`src/rtl/mbox_pkg.sv`:
```
package mbox_pkg;

    localparam int MBX_DATA_W   = 32;
    localparam int MBX_NUM_DATA = 4;
    localparam int MBX_H2L_BIT  = 0;
    localparam int MBX_L2H_BIT  = 1;

    typedef enum logic [1:0] {
        RSEL_CMD  = 2'd0,
        RSEL_DATA = 2'd1,
        RSEL_NONE = 2'd2
    } rsel_e;

    typedef struct packed {
        logic set;
        logic clr;
    } flag_evt_t;

    function automatic int addr_bits(input int n);
        int b;
        b = $clog2(n + 1);
        return (b < 1) ? 1 : b;
    endfunction

    function automatic rsel_e classify(input int addr, input int n);
        if (addr == 0)
            return RSEL_CMD;
        else if (addr <= n)
            return RSEL_DATA;
        else
            return RSEL_NONE;
    endfunction

    function automatic logic next_flag(input logic cur, input flag_evt_t e);
        return e.set | (cur & ~e.clr);
    endfunction

endpackage

```
`src/rtl/mbox_dir_bank.sv`:
```
module mbox_dir_bank
    import mbox_pkg::*;
#(
    parameter int DATA_W   = MBX_DATA_W,
    parameter int NUM_DATA = MBX_NUM_DATA,
    parameter int ADDR_W   = addr_bits(MBX_NUM_DATA),
    parameter int FLAG_BIT = 0
) (
    input  logic                       clk,
    input  logic                       rst,
    input  logic                       wr_en,
    input  logic [ADDR_W-1:0]          wr_addr,
    input  logic [DATA_W-1:0]          wr_data,
    input  logic                       rd_en,
    input  logic [ADDR_W-1:0]          rd_addr,
    output logic [DATA_W-1:0]          cmd_image,
    output logic [NUM_DATA*DATA_W-1:0] data_flat,
    output logic                       flag
);

    localparam logic [DATA_W-1:0] FLAG_MASK = DATA_W'(1) << FLAG_BIT;

    rsel_e             wr_sel;
    rsel_e             rd_sel;
    flag_evt_t         evt;
    logic [DATA_W-1:0] cmd_body;

    always_comb begin
        wr_sel  = classify(int'(wr_addr), NUM_DATA);
        rd_sel  = classify(int'(rd_addr), NUM_DATA);
        evt.set = wr_en && (wr_sel == RSEL_CMD) && wr_data[FLAG_BIT];
        evt.clr = rd_en && (rd_sel == RSEL_CMD);
    end

    // message bits of the command word; the doorbell position is never stored
    always_ff @(posedge clk) begin
        if (rst) begin
            cmd_body <= '0;
            flag     <= 1'b0;
        end else begin
            flag <= next_flag(flag, evt);
            if (wr_en && (wr_sel == RSEL_CMD))
                cmd_body <= wr_data & ~FLAG_MASK;
        end
    end

    assign cmd_image = cmd_body | (flag ? FLAG_MASK : '0);

    for (genvar g = 0; g < NUM_DATA; g++) begin : g_word
        logic [DATA_W-1:0] word_q;
        always_ff @(posedge clk) begin
            if (rst)
                word_q <= '0;
            else if (wr_en && (wr_sel == RSEL_DATA) && (wr_addr == ADDR_W'(g + 1)))
                word_q <= wr_data;
        end
        assign data_flat[g*DATA_W +: DATA_W] = word_q;
    end

endmodule

```
`src/rtl/mbox_read_port.sv`:
```
module mbox_read_port
    import mbox_pkg::*;
#(
    parameter int DATA_W   = MBX_DATA_W,
    parameter int NUM_DATA = MBX_NUM_DATA,
    parameter int ADDR_W   = addr_bits(MBX_NUM_DATA)
) (
    input  logic                       clk,
    input  logic                       rst,
    input  logic                       rd_en,
    input  logic [ADDR_W-1:0]          rd_addr,
    input  logic [DATA_W-1:0]          cmd_image,
    input  logic [NUM_DATA*DATA_W-1:0] data_flat,
    output logic [DATA_W-1:0]          rdata
);

    rsel_e             sel;
    logic [DATA_W-1:0] mux;

    always_comb begin
        sel = classify(int'(rd_addr), NUM_DATA);
        mux = '0;
        unique case (sel)
            RSEL_CMD:  mux = cmd_image;
            RSEL_DATA: begin
                for (int i = 0; i < NUM_DATA; i++)
                    if (rd_addr == ADDR_W'(i + 1))
                        mux = data_flat[i*DATA_W +: DATA_W];
            end
            default:   mux = '0;
        endcase
    end

    always_ff @(posedge clk) begin
        if (rst)
            rdata <= '0;
        else if (rd_en)
            rdata <= mux;
    end

endmodule

```
`src/rtl/mbox_core.sv`:
```
module mbox_core
    import mbox_pkg::*;
#(
    parameter int DATA_W   = MBX_DATA_W,
    parameter int NUM_DATA = MBX_NUM_DATA,
    parameter int ADDR_W   = addr_bits(MBX_NUM_DATA),
    parameter int H2L_BIT  = MBX_H2L_BIT,
    parameter int L2H_BIT  = MBX_L2H_BIT
) (
    input  logic              clk,
    input  logic              rst,
    input  logic              host_wr,
    input  logic              host_rd,
    input  logic [ADDR_W-1:0] host_addr,
    input  logic [DATA_W-1:0] host_wdata,
    output logic [DATA_W-1:0] host_rdata,
    output logic              host_irq,
    input  logic              loc_wr,
    input  logic              loc_rd,
    input  logic [ADDR_W-1:0] loc_addr,
    input  logic [DATA_W-1:0] loc_wdata,
    output logic [DATA_W-1:0] loc_rdata,
    output logic              loc_irq
);

    localparam int BANK_W = NUM_DATA * DATA_W;

    logic [DATA_W-1:0] h2l_cmd, l2h_cmd;
    logic [BANK_W-1:0] h2l_data, l2h_data;

    // written by host, read and acknowledged by the local side
    mbox_dir_bank #(
        .DATA_W(DATA_W), .NUM_DATA(NUM_DATA), .ADDR_W(ADDR_W), .FLAG_BIT(H2L_BIT)
    ) u_h2l (
        .clk(clk), .rst(rst),
        .wr_en(host_wr), .wr_addr(host_addr), .wr_data(host_wdata),
        .rd_en(loc_rd), .rd_addr(loc_addr),
        .cmd_image(h2l_cmd), .data_flat(h2l_data), .flag(loc_irq)
    );

    // written by the local side, read and acknowledged by host
    mbox_dir_bank #(
        .DATA_W(DATA_W), .NUM_DATA(NUM_DATA), .ADDR_W(ADDR_W), .FLAG_BIT(L2H_BIT)
    ) u_l2h (
        .clk(clk), .rst(rst),
        .wr_en(loc_wr), .wr_addr(loc_addr), .wr_data(loc_wdata),
        .rd_en(host_rd), .rd_addr(host_addr),
        .cmd_image(l2h_cmd), .data_flat(l2h_data), .flag(host_irq)
    );

    mbox_read_port #(
        .DATA_W(DATA_W), .NUM_DATA(NUM_DATA), .ADDR_W(ADDR_W)
    ) u_host_rp (
        .clk(clk), .rst(rst), .rd_en(host_rd), .rd_addr(host_addr),
        .cmd_image(l2h_cmd), .data_flat(l2h_data), .rdata(host_rdata)
    );

    mbox_read_port #(
        .DATA_W(DATA_W), .NUM_DATA(NUM_DATA), .ADDR_W(ADDR_W)
    ) u_loc_rp (
        .clk(clk), .rst(rst), .rd_en(loc_rd), .rd_addr(loc_addr),
        .cmd_image(h2l_cmd), .data_flat(h2l_data), .rdata(loc_rdata)
    );

endmodule

```
`config.mk`:
```
export PLATFORM = sky130hd
export DESIGN_NAME = mbox_core
export DESIGN_NICKNAME = d
export VERILOG_FILES = /design/src/rtl/mbox_pkg.sv /design/src/rtl/mbox_dir_bank.sv /design/src/rtl/mbox_read_port.sv /design/src/rtl/mbox_core.sv
export SDC_FILE = /design/constraint.sdc
export NUM_CORES = 1
export LEC_CHECK = 0
export ABC_AREA = 1
export CAP_MARGIN = 20
export CORE_MARGIN = 1
export CORE_UTILIZATION = 41
export CTS_CLUSTER_DIAMETER = 100
export DETAILED_ROUTE_END_ITERATION = 10
export DONT_BUFFER_PORTS = 1
export PLACE_DENSITY_LB_ADDON = 0.1
export SYNTH_ARGS = -nofsm -noshare
export SYNTH_HDL_FRONTEND = slang
export SYNTH_SLANG_ARGS = --single-unit
```
`constraint.sdc`:
```
create_clock -name clk -period 4.43 [get_ports clk]
set_input_delay 0.2215 -clock clk [delete_from_list [all_inputs] [get_ports clk]]
set_output_delay 0.2215 -clock clk [all_outputs]
set_load 0.005 [all_outputs]
```
After elaboration in Yosys (flattened, before gate mapping). Cells that the tools add are included.

Flip-flop bits (word level): 384. Bits of input ports: 76. Logic and storage cells: 70.

$lt $le $gt $ge: 2. Eq/ne operators: 10. Mux-type cells: 16. Bitwise operators: 8. Reduce and logical (&&, ||, !) cells: 20.

Operators by type and width (count): $mux 32 (8); $pmux 32 s2 (2); $or 32x32->32 (2); $logic_and 1x1->1 (16); $eq 3x2->1 const B (4); $mux 2 (5); $eq 3x1->1 const B (2); $eq 3x3->1 const B (2); $le 3x3->1 const B (2); $logic_not 3->1 (2); $eq 2x1->1 const B (2); $logic_not 2->1 (2); $and 1x1->1 (2); $not 1->1 (2); $or 1x1->1 (2); $mux 1 (1).

Logic depth before layout (Yosys ltp). Gate-level depths: netlist of the first run.

Depth after elaboration: 8. Depth in mapped cells: 12. Depth with buffers taken out: 9.

Modules after synthesis. Synthesis of the first run repeated with hierarchy kept, for this count alone.

Cells, all modules: 2664. Area total of the unflattened synthesis: 18129.9 sq um.

By module, submodules not included: mbox_dir_bank at u_l2h (instances 1, cells each 823, area an instance 6207.2 sq um); mbox_dir_bank at u_h2l (instances 1, cells each 823, area an instance 6132.1 sq um); mbox_read_port (instances 2, cells each 509, area an instance 2895.3 sq um).

Least setup slack after synthesis of the first run. OpenSTA, ideal clock, no wires.

Path type: input port to flip-flop. Start: input port host_addr[1]. End: register u_h2l.g_word[1].word_q[10]. Data arrival time: 1.744 ns. Setup slack: 2.600 ns. Stages: 10. Path buffers: 3. Path through: buf_2 buf_2 nor2_1 ha_1 nand2_1 inv_1 nand2_1 clkbuf_1 nor2_1 a211oi_1.

Longest elaborated chain between the ends: 6.

Ends and longest elaborated chain: from (decl) (RTL line mbox_core.sv:14) `input logic [ADDR_W-1:0] host_addr,`; $le 3x3->1 (RTL line mbox_pkg.sv:28) `else if (addr <= n)`; $mux 2 (RTL line mbox_pkg.sv:28); $mux 2 (RTL line mbox_pkg.sv:26) `if (addr == 0)`; $eq 2x1->1 (RTL line mbox_dir_bank.sv:54) `else if (wr_en && (wr_sel == RSEL_DATA) && (wr_addr == ADDR_W'(g + 1)))`; $logic_and 1x1->1 (RTL line mbox_dir_bank.sv:54); $logic_and 1x1->1 (*) (RTL line mbox_dir_bank.sv:54); to (signal assigned) (RTL line mbox_dir_bank.sv:55) `word_q <= wr_data;`; to (decl) (RTL line mbox_dir_bank.sv:50) `logic [DATA_W-1:0] word_q;`.

Mark *: on every way between the ends. The rest lies on a longest branch, timed or not. A chain may end at the register's enable or synchronous reset.

Worst setup path in the final report of the first run.
Start: input port host_addr[1]. End: register u_h2l.cmd_body[22].

Longest elaborated chain between the ends: 5.

Ends and longest elaborated chain: $le 3x3->1 (RTL line mbox_pkg.sv:28); $mux 2 (RTL line mbox_pkg.sv:28); $mux 2 (*) (RTL line mbox_pkg.sv:26); $logic_not 2->1 (*) (RTL line mbox_dir_bank.sv:42) `if (wr_en && (wr_sel == RSEL_CMD))`; $logic_and 1x1->1 (*) (RTL line mbox_dir_bank.sv:42); to (signal assigned) (RTL line mbox_dir_bank.sv:43) `cmd_body <= wr_data & ~FLAG_MASK;`; to (decl) (RTL line mbox_dir_bank.sv:26) `logic [DATA_W-1:0] cmd_body;`.

Marks and branches as above.

==> report_table.html, run 1 <==
<table>
<tr><th>Metric</th><th>Value</th></tr>
<tr><th colspan="2">Worst setup path</th></tr>
<tr><td>Kind of start point of the critical path</td><td>input port</td></tr>
<tr><td>Worst reg2reg path depth</td><td>9</td></tr>
<tr><td>Worst Path Required</td><td>a little under 5 ns</td></tr>
<tr><td>Setup crit end kind</td><td>flop</td></tr>
<tr><td>Arrival time of the worst setup path</td><td>3.26 ns</td></tr>
<tr><td>Largest fanout on the critical path</td><td>67</td></tr>
<tr><td>CP Class</td><td>input port to flop</td></tr>
<tr><th colspan="2">STA</th></tr>
<tr><td>Final setup violation count</td><td>0</td></tr>
<tr><td>Final cycle utilization of the critical path</td><td>slightly above 60%</td></tr>
<tr><td>Relative slew slack</td><td>19.81%</td></tr>
<tr><td>Least-Margin Pin Slew</td><td>~1.2 ns</td></tr>
<tr><td>Layout Skew</td><td>0.01412 ns</td></tr>
<tr><td>Post-Route Setup TNS</td><td>0 ns</td></tr>
<tr><td>Min Tclk post-route</td><td>2.751 ns</td></tr>
<tr><td>Final number of max-transition violations</td><td>0</td></tr>
<tr><td>Final hold viol count</td><td>0</td></tr>
<tr><td>Achievable Freq</td><td>roughly 360 MHz</td></tr>
<tr><td>Setup repair after global routing missed its margin</td><td>no</td></tr>
<tr><th colspan="2">Placement</th></tr>
<tr><td>Placed instance area</td><td>16,510 um^2</td></tr>
<tr><td>Dpl hpwl</td><td>29,350 um</td></tr>
<tr><td>Count of input and output buffers</td><td>0</td></tr>
<tr><td>Routability cong.</td><td>0.7781</td></tr>
<tr><th colspan="2">Status</th></tr>
<tr><td>Run status</td><td>completed</td></tr>
<tr><th colspan="2">Floorplan</th></tr>
<tr><td>Initial Util</td><td>41.99%</td></tr>
<tr><td>Y dimension of the die</td><td>201.9 um</td></tr>
<tr><td>Placeable core region</td><td>39,010 um^2</td></tr>
<tr><td>Number of rows created at floorplan</td><td>72</td></tr>
<tr><td>Number of primary I/O pins</td><td>~140</td></tr>
<tr><td>Floorplan die area</td><td>40,760 um^2</td></tr>
<tr><td>Width of the die</td><td>201.9 um</td></tr>
<tr><th colspan="2">Pwr</th></tr>
<tr><td>Power per cell area</td><td>391.7 nW/um^2</td></tr>
<tr><td>Power Total</td><td>0.007823 W</td></tr>
<tr><td>Leakage power figure</td><td>7.999 nW</td></tr>
<tr><td>Worst IR drop on VDD</td><td>approximately 330 uV</td></tr>
<tr><th colspan="2">Layout</th></tr>
<tr><td>Fill cells</td><td>3,836</td></tr>
<tr><td>Share of the core filled with cells</td><td>about half</td></tr>
<tr><td>Layout cells sized above 1</td><td>about 4.7%</td></tr>
<tr><td>Total non-filler cell area in the finished layout</td><td>roughly 20,000 um^2</td></tr>
<tr><td>Total number of nets in the final design</td><td>2,545</td></tr>
<tr><td>Area taken by flip-flops and latches</td><td>7687 um^2</td></tr>
<tr><td>Top library cells by usage in the layout, fill and taps aside</td><td>926 x nand2_1, 384 x dfxtp_1, 342 x a21oi_1</td></tr>
<tr><td>Commonest non-fill, non-tap cell in the layout</td><td>nand2_1</td></tr>
<tr><td>Area of combinational cells with multiple inputs</td><td>7471 um^2</td></tr>
<tr><td>Area growth, synth to finish</td><td>21.92%</td></tr>
<tr><th colspan="2">Synth</th></tr>
<tr><td>Number of synthesized register bits</td><td>approximately 380</td></tr>
<tr><td>Count of unique library cells instantiated by Yosys</td><td>19</td></tr>
<tr><td>Per-instance average area after synthesis</td><td>6.915 um^2</td></tr>
<tr><td>Most area-consuming cells after synthesis</td><td>dfxtp_1 47%, nand2_1 21%, a21oi_1 10%, a211oi_1 4.9%, nand3_1 2.9%</td></tr>
<tr><td>Most area-hungry cell type in the Yosys netlist</td><td>dfxtp_1</td></tr>
<tr><td>Post-Synthesis Cell Area</td><td>16,380 um^2</td></tr>
<tr><td>Number of warnings printed during yosys synthesis</td><td>0</td></tr>
<tr><td>Share of the yosys chip area belonging to registers</td><td>between 40 and 50%</td></tr>
<tr><td>Post-Synthesis Cells</td><td>2,369</td></tr>
<tr><td>Area share of the largest cell type after synthesis</td><td>46.93%</td></tr>
<tr><td>Post-Synthesis Net Count</td><td>2,451</td></tr>
<tr><th colspan="2">Routing</th></tr>
<tr><td>Final WL</td><td>53,380 um</td></tr>
<tr><td>Drt via density</td><td>5.222</td></tr>
<tr><td>DRC violation count after routing</td><td>0</td></tr>
<tr><td>Wire length per cell</td><td>17.70 um</td></tr>
<tr><td>Number of iterations in the first detailed-routing pass</td><td>5</td></tr>
<tr><td>Number of nets still failing antenna checks after routing</td><td>0</td></tr>
<tr><td>Via total after detailed routing</td><td>approximately 16,000</td></tr>
<tr><td>Initial drt markers</td><td>between 1,000 and 1,500</td></tr>
<tr><th colspan="2">Clocking</th></tr>
<tr><td>Clk slew on worst S/H paths</td><td>0.06 ns</td></tr>
<tr><td>CTS hold repair buffers</td><td>197</td></tr>
<tr><td>CTS tree</td><td>done</td></tr>
<tr><td>Clock Path Buffers</td><td>3</td></tr>
<tr><td>Library cell used as clock root buffer</td><td>clkbuf_16</td></tr>
<tr><td>Clock latency at the later pin of the worst-skew pair</td><td>0.56 ns</td></tr>
<tr><td>Clock Sink Count</td><td>approximately 380</td></tr>
<tr><td>Number of buffers created by CTS</td><td>44</td></tr>
<tr><td>Maximum level of the CTS H-tree</td><td>2</td></tr>
<tr><td>Setup fix buffers added after clock tree synthesis</td><td>0</td></tr>
<tr><td>Post_cts resized</td><td>0</td></tr>
<tr><th colspan="2">Hold path</th></tr>
<tr><td>Count of cells along the worst hold path</td><td>6</td></tr>
<tr><td>Min-Delay Path Class</td><td>input port to flop</td></tr>
<tr><th colspan="2">Global routing</th></tr>
<tr><td>Remaining global-route overflow</td><td>0</td></tr>
<tr><td>Pin count of the biggest net entering global routing</td><td>246</td></tr>
<tr><td>Number of global-route vias before repair</td><td>14,971</td></tr>
<tr><td>First-pass GRT wire length</td><td>85,280 um</td></tr>
<tr><td>All-Layer GR Usage</td><td>26.21%</td></tr>
<tr><td>Antenna violations before repair</td><td>4</td></tr>
<tr><th colspan="2">Run</th></tr>
<tr><td>Number of max-cap violations</td><td>0</td></tr>
</table>
per-stage QoR:
stage	instances	hold slack [ns]	setup slack (ns)
detailed placement	2738	0.3172	1.300
global placement	2738	0.3189	1.377
CTS	3013	0.07269	1.752
global route	3015	0.1504	1.486
floorplan	2369	0.3642	2.600
finish	3016	0.1596	1.679
registers in the layout, indices dropped and copies added (netlist names):
register and count:
u_h2l.cmd_body 31, u_h2l.flag 1, u_h2l.g_word.word_q 128, u_host_rp.rdata 32, u_l2h.cmd_body 31, u_l2h.flag 1, u_l2h.g_word.word_q 128, u_loc_rp.rdata 32
cell families (layout without fill, tap and decap cells):
| kind of cell | count (synthesis) | after routing | synth area share (%) |
|---|---|---|---|
| adders and majority gates | 6 | 6 | 0.4583 |
| and+or+nand+nor | 1182 | 1182 | 28.47 |
| other | 0 | 3 | 0 |
| DFF | 384 | 384 | 46.93 |
| AOI/OAI and AO/OA | 489 | 489 | 16.56 |
| buffers and inverters | 308 | 434 | 7.585 |
where the power goes:
part / leakage, nW / internal (W) / switching [W] / total (W)
clock network: 0.725 / 0.00223 / 0.00149 / 0.00372
logic: 4.17 / 0.000183 / 0.000367 / 0.000550
registers: 3.10 / 0.00352 / 0.0000293 / 0.00355
area by class of cell:
class                           instances  area share [%]
Multi-Input combinational cell       1677           37.41
Tap cell                              518           3.245
Clock buffer                           66           6.634
Antenna cell                            3         0.03759
Sequential cell                       384           38.49
Timing Repair Buffer                  226           11.05
Inverter                              130           2.443
Clock inverter                         12          0.6891
critical path, stage by stage:
cell and delay (ns):
nor2_1 0.18, ha_1 0.18, buf_4 0.41, nand2_1 0.09
buf_4 0.30, inv_1 0.71, buf_4 0.34, nand2_1 0.07
a21oi_1 0.13, dlygate4sd3_1 0.56
metal layers:
metal | wire [um] | vias to the layer above | global-route usage, % | share of wire, %
met5 | 16 | - | 0 | 0.030
met3 | 3059 | 89 | 4.353 | 5.7
met2 | 24910 | 418 | 43.29 | 47
met4 | 1336 | 2 | 8.685 | 2.5
met1 | 24050 | 7394 | 34.65 | 45
li1 | - | 7847 | - | -
synth_stat cells:
library cell / instances
buf_1: 15
nand2_2: 2
buf_4: 11
buf_2: 36
nand3_1: 94
inv_2: 8
nand4_1: 38
o21ai_1: 40
o21ai_0: 1
nor3_1: 1
clkbuf_1: 116
nand2_1: 930
nor2_2: 3
ha_1: 6
inv_1: 122
a21oi_1: 342
a211oi_1: 106
nor2_1: 114
dfxtp_1: 384
final timing paths:
check                              from                         to  slack (ns)
max reg2reg  u_h2l.g_word[0].word_q[28]         u_loc_rp.rdata[28]        2.73
max                        host_addr[1]         u_h2l.cmd_body[22]        1.68
min reg2reg   u_h2l.g_word[0].word_q[9]  u_h2l.g_word[0].word_q[9]        0.46
min                        host_addr[1]        u_host_rp.rdata[17]        0.16
Note: power is estimated with default switching activity, not from simulation.
==> inputs of run 2 (changes only) <==
--- a/config.mk
+++ b/config.mk
@@ -5,7 +5,7 @@
 export SDC_FILE = /design/constraint.sdc
 export NUM_CORES = 1
 export LEC_CHECK = 0
-export ABC_AREA = 1
+export ABC_AREA = 0
 export CAP_MARGIN = 20
 export CORE_MARGIN = 1
 export CORE_UTILIZATION = 41
==> constraint.sdc (replaced) <==
create_clock -name clk -period 2.8 [get_ports clk]
set_input_delay 0.14 -clock clk [delete_from_list [all_inputs] [get_ports clk]]
set_output_delay 0.14 -clock clk [all_outputs]
set_load 0.005 [all_outputs]
==> run 2 against run 1 <==
Compared with the run above: clock power grew 67%; synthesized area grew 3.8%; wire length grew 2.9%; synthesized cell count shrank 20%; critical endpoint is now u_l2h.g_word[3].word_q[21]; largest cell class is now multi-input combinational cells.
==> report_table.html, run 2 <==
<table>
<tr><th>Metric</th><th>Value</th></tr>
<tr><th colspan="2">Floorplan</th></tr>
<tr><td>Initial Util</td><td>41.66% (-0.34 points)</td></tr>
<tr><td>Floorplan die area</td><td>42,300 um^2 (+3.8%)</td></tr>
<tr><td>Y dimension of the die</td><td>205.7 um (+1.9%)</td></tr>
<tr><td>Placeable core region</td><td>40,830 um^2 (+4.7%)</td></tr>
<tr><td>Width of the die</td><td>205.7 um (+1.9%)</td></tr>
<tr><td>Number of rows created at floorplan</td><td>74 (+2.8%)</td></tr>
<tr><td>Number of primary I/O pins</td><td>142 (unchanged)</td></tr>
<tr><th colspan="2">Synth</th></tr>
<tr><td>Post-Synthesis Cell Area</td><td>17,010 um^2 (+3.8%)</td></tr>
<tr><td>Compound-Gate Fraction of Synth Area</td><td>16.61% (+0.051 points)</td></tr>
<tr><td>Proportion of synthesized flip-flops having asynchronous set or reset</td><td>0% (unchanged)</td></tr>
<tr><td>Post-synth top cells</td><td>384 x dfxtp_1, 256 x nand2_1, 194 x nand2b_1</td></tr>
<tr><td>Post-Synthesis Net Count</td><td>1,970 (-20%)</td></tr>
<tr><td>Post-synthesis share of cell area spent on and, or, nand and nor gates</td><td>20.47% (-8.0 points)</td></tr>
<tr><td>Multiplexer area fraction after synthesis</td><td>11.77% (+12 points)</td></tr>
<tr><td>Largest family of logic cells by synthesized area</td><td>simple AND/OR/NAND/NOR gates</td></tr>
<tr><td>Post-Synthesis Cells</td><td>1,888 (-20%)</td></tr>
<tr><td>Most area-hungry cell type in the Yosys netlist</td><td>dfxtp_1</td></tr>
<tr><td>Number of warnings printed during yosys synthesis</td><td>0 (unchanged)</td></tr>
<tr><td>Area share of the largest cell type after synthesis</td><td>45.20% (-1.7 points)</td></tr>
<tr><td>Number of synthesized register bits</td><td>384 (unchanged)</td></tr>
<tr><td>Share of the yosys chip area belonging to registers</td><td>45.20% (-1.7 points)</td></tr>
<tr><td>Adder-cell area share of the yosys netlist</td><td>0.4414% (-0.017 points)</td></tr>
<tr><td>EDFF count, synth</td><td>0 (unchanged)</td></tr>
<tr><td>Count of unique library cells instantiated by Yosys</td><td>31 (+12)</td></tr>
<tr><td>Most frequent cell after synthesis</td><td>dfxtp_1</td></tr>
<tr><td>XOR/XNOR Fraction of Synth Area</td><td>0% (unchanged)</td></tr>
<tr><td>Most area-consuming cells after synthesis</td><td>dfxtp_1 45%, mux2i_1 7.5%, nand2b_1 7.1%, nand2_1 5.6%, a21oi_1 5.6%</td></tr>
<tr><td>Per-instance average area after synthesis</td><td>9.009 um^2 (+30%)</td></tr>
<tr><td>Main flop type after synthesis</td><td>dfxtp_1</td></tr>
<tr><th colspan="2">Layout</th></tr>
<tr><td>Top library cells by usage in the layout, fill and taps aside</td><td>384 x dfxtp_1, 288 x dlygate4sd3_1, 256 x nand2_1</td></tr>
<tr><td>Total non-filler cell area in the finished layout</td><td>21,600 um^2 (+8.1%)</td></tr>
<tr><td>Layout cells sized above 1</td><td>8.764% (+4.0 points)</td></tr>
<tr><td>Antenna diodes</td><td>0 (-3)</td></tr>
<tr><td>Area growth, synth to finish</td><td>26.97%</td></tr>
<tr><td>Fill cells</td><td>3,743 (-2.4%)</td></tr>
<tr><td>Total number of nets in the final design</td><td>2,158 (-15%)</td></tr>
<tr><td>Commonest non-fill, non-tap cell in the layout</td><td>dfxtp_1</td></tr>
<tr><td>Regs by FF count</td><td>u_h2l.g_word.word_q (128), u_l2h.g_word.word_q (128)</td></tr>
<tr><td>Area taken by flip-flops and latches</td><td>7687 um^2 (unchanged)</td></tr>
<tr><td>Area of combinational cells with multiple inputs</td><td>8433 um^2 (+13%)</td></tr>
<tr><th colspan="2">Pwr</th></tr>
<tr><td>Leakage power figure</td><td>8.415 nW (+5.2%)</td></tr>
<tr><td>Worst IR drop on VDD</td><td>450.0 uV (+38%)</td></tr>
<tr><td>Power per cell area</td><td>584.8 nW/um^2 (+49%)</td></tr>
<tr><th colspan="2">Worst setup path</th></tr>
<tr><td>Worst Path Required</td><td>3.31 ns (-1.62 ns)</td></tr>
<tr><td>Largest fanout on the critical path</td><td>32 (-52%)</td></tr>
<tr><td>Arrival time of the worst setup path</td><td>2.71 ns (-0.55 ns)</td></tr>
<tr><td>Worst reg2reg path depth</td><td>4 (-5)</td></tr>
<tr><td>Kind of start point of the critical path</td><td>input port</td></tr>
<tr><td>Setup crit end kind</td><td>flop</td></tr>
<tr><td>CP Class</td><td>input port to flop</td></tr>
<tr><th colspan="2">STA</th></tr>
<tr><td>Min Tclk post-route</td><td>2.204 ns</td></tr>
<tr><td>Achievable Freq</td><td>453.8 MHz</td></tr>
<tr><td>Setup repair after global routing missed its margin</td><td>no</td></tr>
<tr><td>Final setup violation count</td><td>0 (unchanged)</td></tr>
<tr><td>Final cycle utilization of the critical path</td><td>78.70%</td></tr>
<tr><td>Layout Skew</td><td>0.02320 ns (+0.009079 ns)</td></tr>
<tr><td>Relative slew slack</td><td>25.86% (+6.1 points)</td></tr>
<tr><td>Final number of max-transition violations</td><td>0 (unchanged)</td></tr>
<tr><td>Least-Margin Pin Slew</td><td>1.112 ns (-0.09078 ns)</td></tr>
<tr><td>Final hold viol count</td><td>0 (unchanged)</td></tr>
<tr><td>Post-Route Setup TNS</td><td>0 ns (unchanged)</td></tr>
<tr><th colspan="2">Status</th></tr>
<tr><td>Run status</td><td>completed</td></tr>
<tr><th colspan="2">Clocking</th></tr>
<tr><td>Clk slew on worst S/H paths</td><td>0.06 ns (about the same)</td></tr>
<tr><td>Clock latency at the later pin of the worst-skew pair</td><td>0.58 ns (+0.02 ns)</td></tr>
<tr><td>CTS tree</td><td>done</td></tr>
<tr><td>Number of buffers created by CTS</td><td>44 (unchanged)</td></tr>
<tr><td>Maximum level of the CTS H-tree</td><td>2 (unchanged)</td></tr>
<tr><td>Library cell used as clock root buffer</td><td>clkbuf_16</td></tr>
<tr><td>Setup fix buffers added after clock tree synthesis</td><td>0 (unchanged)</td></tr>
<tr><td>Clock Path Buffers</td><td>3 (unchanged)</td></tr>
<tr><td>Clock Sink Count</td><td>384 (unchanged)</td></tr>
<tr><th colspan="2">Global routing</th></tr>
<tr><td>First-pass GRT wire length</td><td>85,770 um (+0.57%)</td></tr>
<tr><td>Antenna violations before repair</td><td>0 (-4)</td></tr>
<tr><td>Pin count of the biggest net entering global routing</td><td>232 (-5.7%)</td></tr>
<tr><td>All-Layer GR Usage</td><td>26.03% (-0.18 points)</td></tr>
<tr><td>Number of global-route vias before repair</td><td>14,858 (-0.75%)</td></tr>
<tr><td>Remaining global-route overflow</td><td>0 (unchanged)</td></tr>
<tr><th colspan="2">Routing</th></tr>
<tr><td>Via total after detailed routing</td><td>14,655 (-7.0%)</td></tr>
<tr><td>DRC violation count after routing</td><td>0 (unchanged)</td></tr>
<tr><td>Number of nets still failing antenna checks after routing</td><td>0 (unchanged)</td></tr>
<tr><td>Wire length per cell</td><td>20.78 um (+17%)</td></tr>
<tr><td>Final WL</td><td>54,930 um (+2.9%)</td></tr>
<tr><td>Number of iterations in the first detailed-routing pass</td><td>5 (unchanged)</td></tr>
<tr><td>Drt via density</td><td>5.545 (+6.2%)</td></tr>
<tr><td>Initial drt markers</td><td>1,076 (-10%)</td></tr>
<tr><th colspan="2">Hold path</th></tr>
<tr><td>Count of cells along the worst hold path</td><td>2 (-4)</td></tr>
<tr><td>Min-Delay Path Class</td><td>input port to flop</td></tr>
<tr><th colspan="2">Placement</th></tr>
<tr><td>Dpl hpwl</td><td>27,210 um (-7.3%)</td></tr>
<tr><td>Placed instance area</td><td>17,080 um^2 (+3.4%)</td></tr>
<tr><td>Routability cong.</td><td>0.7516 (-3.4%)</td></tr>
<tr><td>Count of input and output buffers</td><td>0 (unchanged)</td></tr>
<tr><th colspan="2">Run</th></tr>
<tr><td>Number of max-cap violations</td><td>0 (unchanged)</td></tr>
</table>
## run 2: power breakdown
group | switching, W | internal [W]
clock | 0.00236 | 0.00387
combinational | 0.000459 | 0.000360
sequential | 0.0000423 | 0.00554
## run 2: through the flow
step                hold WS (ns)  util, %  std cells  setup slack (ns)  power [W]
floorplan                 0.2760        -       1888            0.6875   0.006239
global placement          0.2353    41.82       2271            0.6466   0.006247
detailed placement        0.2387    41.82       2271            0.5905   0.006252
CTS                     0.003900    52.89       2643            0.6684    0.01274
global route             0.05996    52.89       2643            0.4593    0.01304
finish                   0.03915    52.89       2643            0.5963    0.01263
## run 2: cells by family after synthesis
kind of cell / after synthesis
flops: 384
simple gates: 668
fa+ha+maj: 6
compound gates: 450
buf+inv: 188
mux: 192
## run 2: worst paths after layout
path / from / endpoint / slack (ns)
min: loc_addr[1] / u_loc_rp.rdata[26] / 0.04
min reg2reg: u_l2h.g_word[2].word_q[22] / u_l2h.g_word[2].word_q[22] / 0.47
max reg2reg: u_l2h.g_word[2].word_q[1] / u_host_rp.rdata[1] / 0.92
max: loc_addr[1] / u_l2h.g_word[3].word_q[21] / 0.60
## run 2: routing by layer
| metal | wire, um | vias to the layer above | part of all wire [%] | GRT usage, % |
|---|---|---|---|---|
| met1 | 24860 | 7176 | 45 | 35.02 |
| met2 | 25320 | 392 | 46 | 41.75 |
| li1 | - | 7009 | - | - |
| met4 | 1164 | 0 | 2.1 | 8.016 |
| met3 | 3589 | 78 | 6.5 | 5.131 |
| met5 | 0 | - | 0 | 0 |
## run 2: critical path: stages
cell,delay [ns]
or2_2,0.29
inv_1,0.09
ha_2,0.42
buf_4,0.31
and3_1,0.18
buf_4,0.40
nand2_1,0.10
a21oi_1,0.17
dlygate4sd3_1,0.57
## run 2: what timing repair did
| action | 4_1_cts | 5_1_grt |
|---|---|---|
| resized for setup | 0 | 0 |
| hold buffers | 291 | 0 |
| hold endpoints to repair | 384 | 0 |
## run 2: final cells by class
class / count / share of cell area (%)
flip-flops and latches: 384 / 35.60
multi-input cells: 1316 / 39.05
clock inverters: 14 / 1.170
inverters: 4 / 0.06952
clock buffers: 67 / 6.060
repair buffers: 326 / 14.97
well taps: 532 / 3.082
==> inputs of run 3 (changes only) <==
==> constraint.sdc (replaced) <==
create_clock -name clk -period 2 [get_ports clk]
set_input_delay 0.1 -clock clk [delete_from_list [all_inputs] [get_ports clk]]
set_output_delay 0.1 -clock clk [all_outputs]
set_load 0.005 [all_outputs]
==> run 3 against run 2 <==
Compared with the run above: sequential cell count unchanged; final area rose by 4.5%; cell count grew 3.6%; utilization increased by 2.4 points; die area unchanged; largest cell class unchanged; combinational power grew 48%; non-clock buffer count increased by 102; register-to-register slack got worse by 0.68 ns.
==> report_table.html, run 3 (synthesized netlist as in run 2, its figures left out) <==
<table>
<tr><th>Metric</th><th>Value</th></tr>
<tr><th colspan="2">Layout</th></tr>
<tr><td>Total non-filler cell area in the finished layout</td><td>22,560 um^2 (+4.5%)</td></tr>
<tr><td>Total number of nets in the final design</td><td>2,260 (+4.7%)</td></tr>
<tr><td>Top library cells by usage in the layout, fill and taps aside</td><td>388 x dlygate4sd3_1, 384 x dfxtp_1, 256 x nand2_1</td></tr>
<tr><td>Area growth, synth to finish</td><td>32.62%</td></tr>
<tr><td>Share of the core filled with cells</td><td>55.25% (+2.4 points)</td></tr>
<tr><td>Fill cells</td><td>3,631 (-3.0%)</td></tr>
<tr><td>Regs by FF count</td><td>u_h2l.g_word.word_q (128), u_l2h.g_word.word_q (128)</td></tr>
<tr><td>Layout cells sized above 1</td><td>8.212% (-0.55 points)</td></tr>
<tr><td>Commonest non-fill, non-tap cell in the layout</td><td>dlygate4sd3_1</td></tr>
<tr><th colspan="2">Run</th></tr>
<tr><td>Number of max-cap violations</td><td>0 (unchanged)</td></tr>
<tr><th colspan="2">Routing</th></tr>
<tr><td>DRC violation count after routing</td><td>0 (unchanged)</td></tr>
<tr><td>Via total after detailed routing</td><td>15,098 (+3.0%)</td></tr>
<tr><td>Wire length per cell</td><td>20.18 um (-2.9%)</td></tr>
<tr><td>Number of nets still failing antenna checks after routing</td><td>0 (unchanged)</td></tr>
<tr><td>Drt via density</td><td>5.516 (-0.52%)</td></tr>
<tr><td>Final WL</td><td>55,230 um (+0.55%)</td></tr>
<tr><td>Number of iterations in the first detailed-routing pass</td><td>6 (+1)</td></tr>
<tr><td>Initial drt markers</td><td>1,035 (-3.8%)</td></tr>
<tr><th colspan="2">STA</th></tr>
<tr><td>Worst hold slack</td><td>0.01513 ns (-0.02403 ns)</td></tr>
<tr><td>Min Tclk post-route</td><td>1.834 ns</td></tr>
<tr><td>Final hold viol count</td><td>0 (unchanged)</td></tr>
<tr><td>Relative slew slack</td><td>53.89% (+28 points)</td></tr>
<tr><td>Final setup violation count</td><td>0 (unchanged)</td></tr>
<tr><td>Final number of max-transition violations</td><td>0 (unchanged)</td></tr>
<tr><td>Least-Margin Pin Slew</td><td>0.6916 ns (-0.4205 ns)</td></tr>
<tr><td>Achievable Freq</td><td>roughly 550 MHz</td></tr>
<tr><td>Final worst-path setup slack</td><td>0.1658 ns (-0.4305 ns)</td></tr>
<tr><td>Layout Skew</td><td>0.01761 ns (-0.005595 ns)</td></tr>
<tr><td>Setup repair after global routing missed its margin</td><td>no</td></tr>
<tr><td>Post-Route Setup TNS</td><td>0 ns (unchanged)</td></tr>
<tr><td>Final cycle utilization of the critical path</td><td>91.71%</td></tr>
<tr><th colspan="2">Pwr</th></tr>
<tr><td>Sequential share of power</td><td>46.3% (+2.1 points)</td></tr>
<tr><td>Power per cell area</td><td>748.8 nW/um^2 (+28%)</td></tr>
<tr><td>Fraction of power spent switching nets</td><td>23.55% (+0.92 points)</td></tr>
<tr><td>Net switching power figure</td><td>0.003978 W (+39%)</td></tr>
<tr><td>Leakage power figure</td><td>8.803 nW (+4.6%)</td></tr>
<tr><td>Power share of the clock group</td><td>46.5% (-2.8 points)</td></tr>
<tr><td>Internal</td><td>0.01291 W (+32%)</td></tr>
<tr><td>Worst IR drop on VDD</td><td>615.1 uV (+37%)</td></tr>
<tr><td>Comb power frac</td><td>7.1% (+0.6 points)</td></tr>
<tr><th colspan="2">Floorplan</th></tr>
<tr><td>Width of the die</td><td>205.7 um (unchanged)</td></tr>
<tr><td>Floorplan die area</td><td>42,300 um^2 (unchanged)</td></tr>
<tr><td>Initial Util</td><td>41.66% (unchanged)</td></tr>
<tr><td>Y dimension of the die</td><td>205.7 um (unchanged)</td></tr>
<tr><td>Number of rows created at floorplan</td><td>74 (unchanged)</td></tr>
<tr><td>Placeable core region</td><td>40,830 um^2 (unchanged)</td></tr>
<tr><td>Number of primary I/O pins</td><td>142 (unchanged)</td></tr>
<tr><th colspan="2">Worst setup path</th></tr>
<tr><td>CP Class</td><td>input port to flop</td></tr>
<tr><td>Kind of start point of the critical path</td><td>input port</td></tr>
<tr><td>Setup crit end kind</td><td>flop</td></tr>
<tr><td>Arrival time of the worst setup path</td><td>2.34 ns (-0.37 ns)</td></tr>
<tr><td>Largest fanout on the critical path</td><td>32 (unchanged)</td></tr>
<tr><td>Worst Path Required</td><td>2.50 ns (-0.81 ns)</td></tr>
<tr><th colspan="2">Clocking</th></tr>
<tr><td>Clock latency at the later pin of the worst-skew pair</td><td>0.58 ns (about the same)</td></tr>
<tr><td>Library cell used as clock root buffer</td><td>clkbuf_16</td></tr>
<tr><td>Maximum level of the CTS H-tree</td><td>2 (unchanged)</td></tr>
<tr><td>Clk slew on worst S/H paths</td><td>0.06 ns (about the same)</td></tr>
<tr><td>Clock Sink Count</td><td>384 (unchanged)</td></tr>
<tr><td>Clock Path Buffers</td><td>3 (unchanged)</td></tr>
<tr><td>Number of buffers created by CTS</td><td>44 (unchanged)</td></tr>
<tr><td>CTS tree</td><td>done</td></tr>
<tr><th colspan="2">Global routing</th></tr>
<tr><td>Pin count of the biggest net entering global routing</td><td>301 (+30%)</td></tr>
<tr><td>First-pass GRT wire length</td><td>86,270 um (+0.58%)</td></tr>
<tr><td>Number of global-route vias before repair</td><td>15,371 (+3.5%)</td></tr>
<tr><td>Antenna violations before repair</td><td>1 (+1)</td></tr>
<tr><td>Remaining global-route overflow</td><td>0 (unchanged)</td></tr>
<tr><td>All-Layer GR Usage</td><td>26.02% (about the same)</td></tr>
<tr><th colspan="2">Hold path</th></tr>
<tr><td>Min-Delay Path Class</td><td>input port to flop</td></tr>
<tr><th colspan="2">Placement</th></tr>
<tr><td>Count of input and output buffers</td><td>0 (unchanged)</td></tr>
<tr><td>Placed instance area</td><td>17,230 um^2 (+0.90%)</td></tr>
<tr><td>Routability cong.</td><td>0.7537 (+0.28%)</td></tr>
<tr><td>Dpl hpwl</td><td>26,990 um (-0.80%)</td></tr>
<tr><td>Worst slack at placement</td><td>0.1525 ns (-0.4380 ns)</td></tr>
<tr><th colspan="2">Status</th></tr>
<tr><td>Run status</td><td>completed</td></tr>
</table>
run 3: repair_timing:
action / in CTS / in global routing
hold buffers: 391 / 0
buffers inserted: 0 / 0
gates resized for setup: 0 / 0
hold endpoints to repair: 384 / 0
run 3: worst paths after layout:
path | from | end | slack [ns] | cells after the start
max | loc_addr[1] | u_l2h.g_word[1].word_q[22] | 0.17 | 9
min | host_addr[0] | u_h2l.g_word[2].word_q[13] | 0.02 | 2
max reg2reg | u_l2h.g_word[2].word_q[6] | u_host_rp.rdata[6] | 0.24 | 4
min reg2reg | u_h2l.g_word[2].word_q[16] | u_h2l.g_word[2].word_q[16] | 0.47 | 2
run 3: stage by stage:
stage / instances / total power, W
2_1_floorplan: 1888 / 0.008740
3_3_place_gp: 2273 / 0.008771
3_5_place_dp: 2273 / 0.008782
4_1_cts: 2736 / 0.01701
5_1_grt: 2737 / 0.01742
6_report: 2737 / 0.01689
run 3: per-layer routing:
layer,vias to the layer above,global-route usage [%],part of all wire (%),wire [um]
li1,7193,-,-,-
met1,7361,34.23,44,24330
met2,447,42.45,47,25720
met3,97,4.672,6.7,3682
met4,0,9.259,2.7,1498
met5,-,0,0,0
run 3: layout make-up:
class	instances	area, um^2	area share (%)
Clock buffer	63	1252	5.552
Sequential cell	384	7687	34.08
Multi-Input combinational cell	1316	8434	37.39
Timing Repair Buffer	428	4387	19.45
Antenna cell	1	2.502	0.01109
Tap cell	532	665.6	2.951
Clock inverter	9	113.9	0.5047
Inverter	4	15.01	0.06656
run 3: worst max-delay path: stages:
cell and delay (ns):
or2_2 0.29, inv_1 0.09, ha_1 0.24, and3b_1 0.19, buf_4 0.17, nand3b_1 0.13
buf_12 0.29, mux2i_1 0.24, dlygate4sd3_1 0.58
run 3: power by group through the flow:
stage | registers [W] | clock network [W] | logic (W)
after global placement | 0.00799 | 0 | 0.000785
after CTS | 0.00782 | 0.00800 | 0.00119
after floorplan | 0.00797 | 0 | 0.000769
after global routing | 0.00783 | 0.00829 | 0.00129
final | 0.00782 | 0.00786 | 0.00121
after detailed placement | 0.00799 | 0 | 0.000793
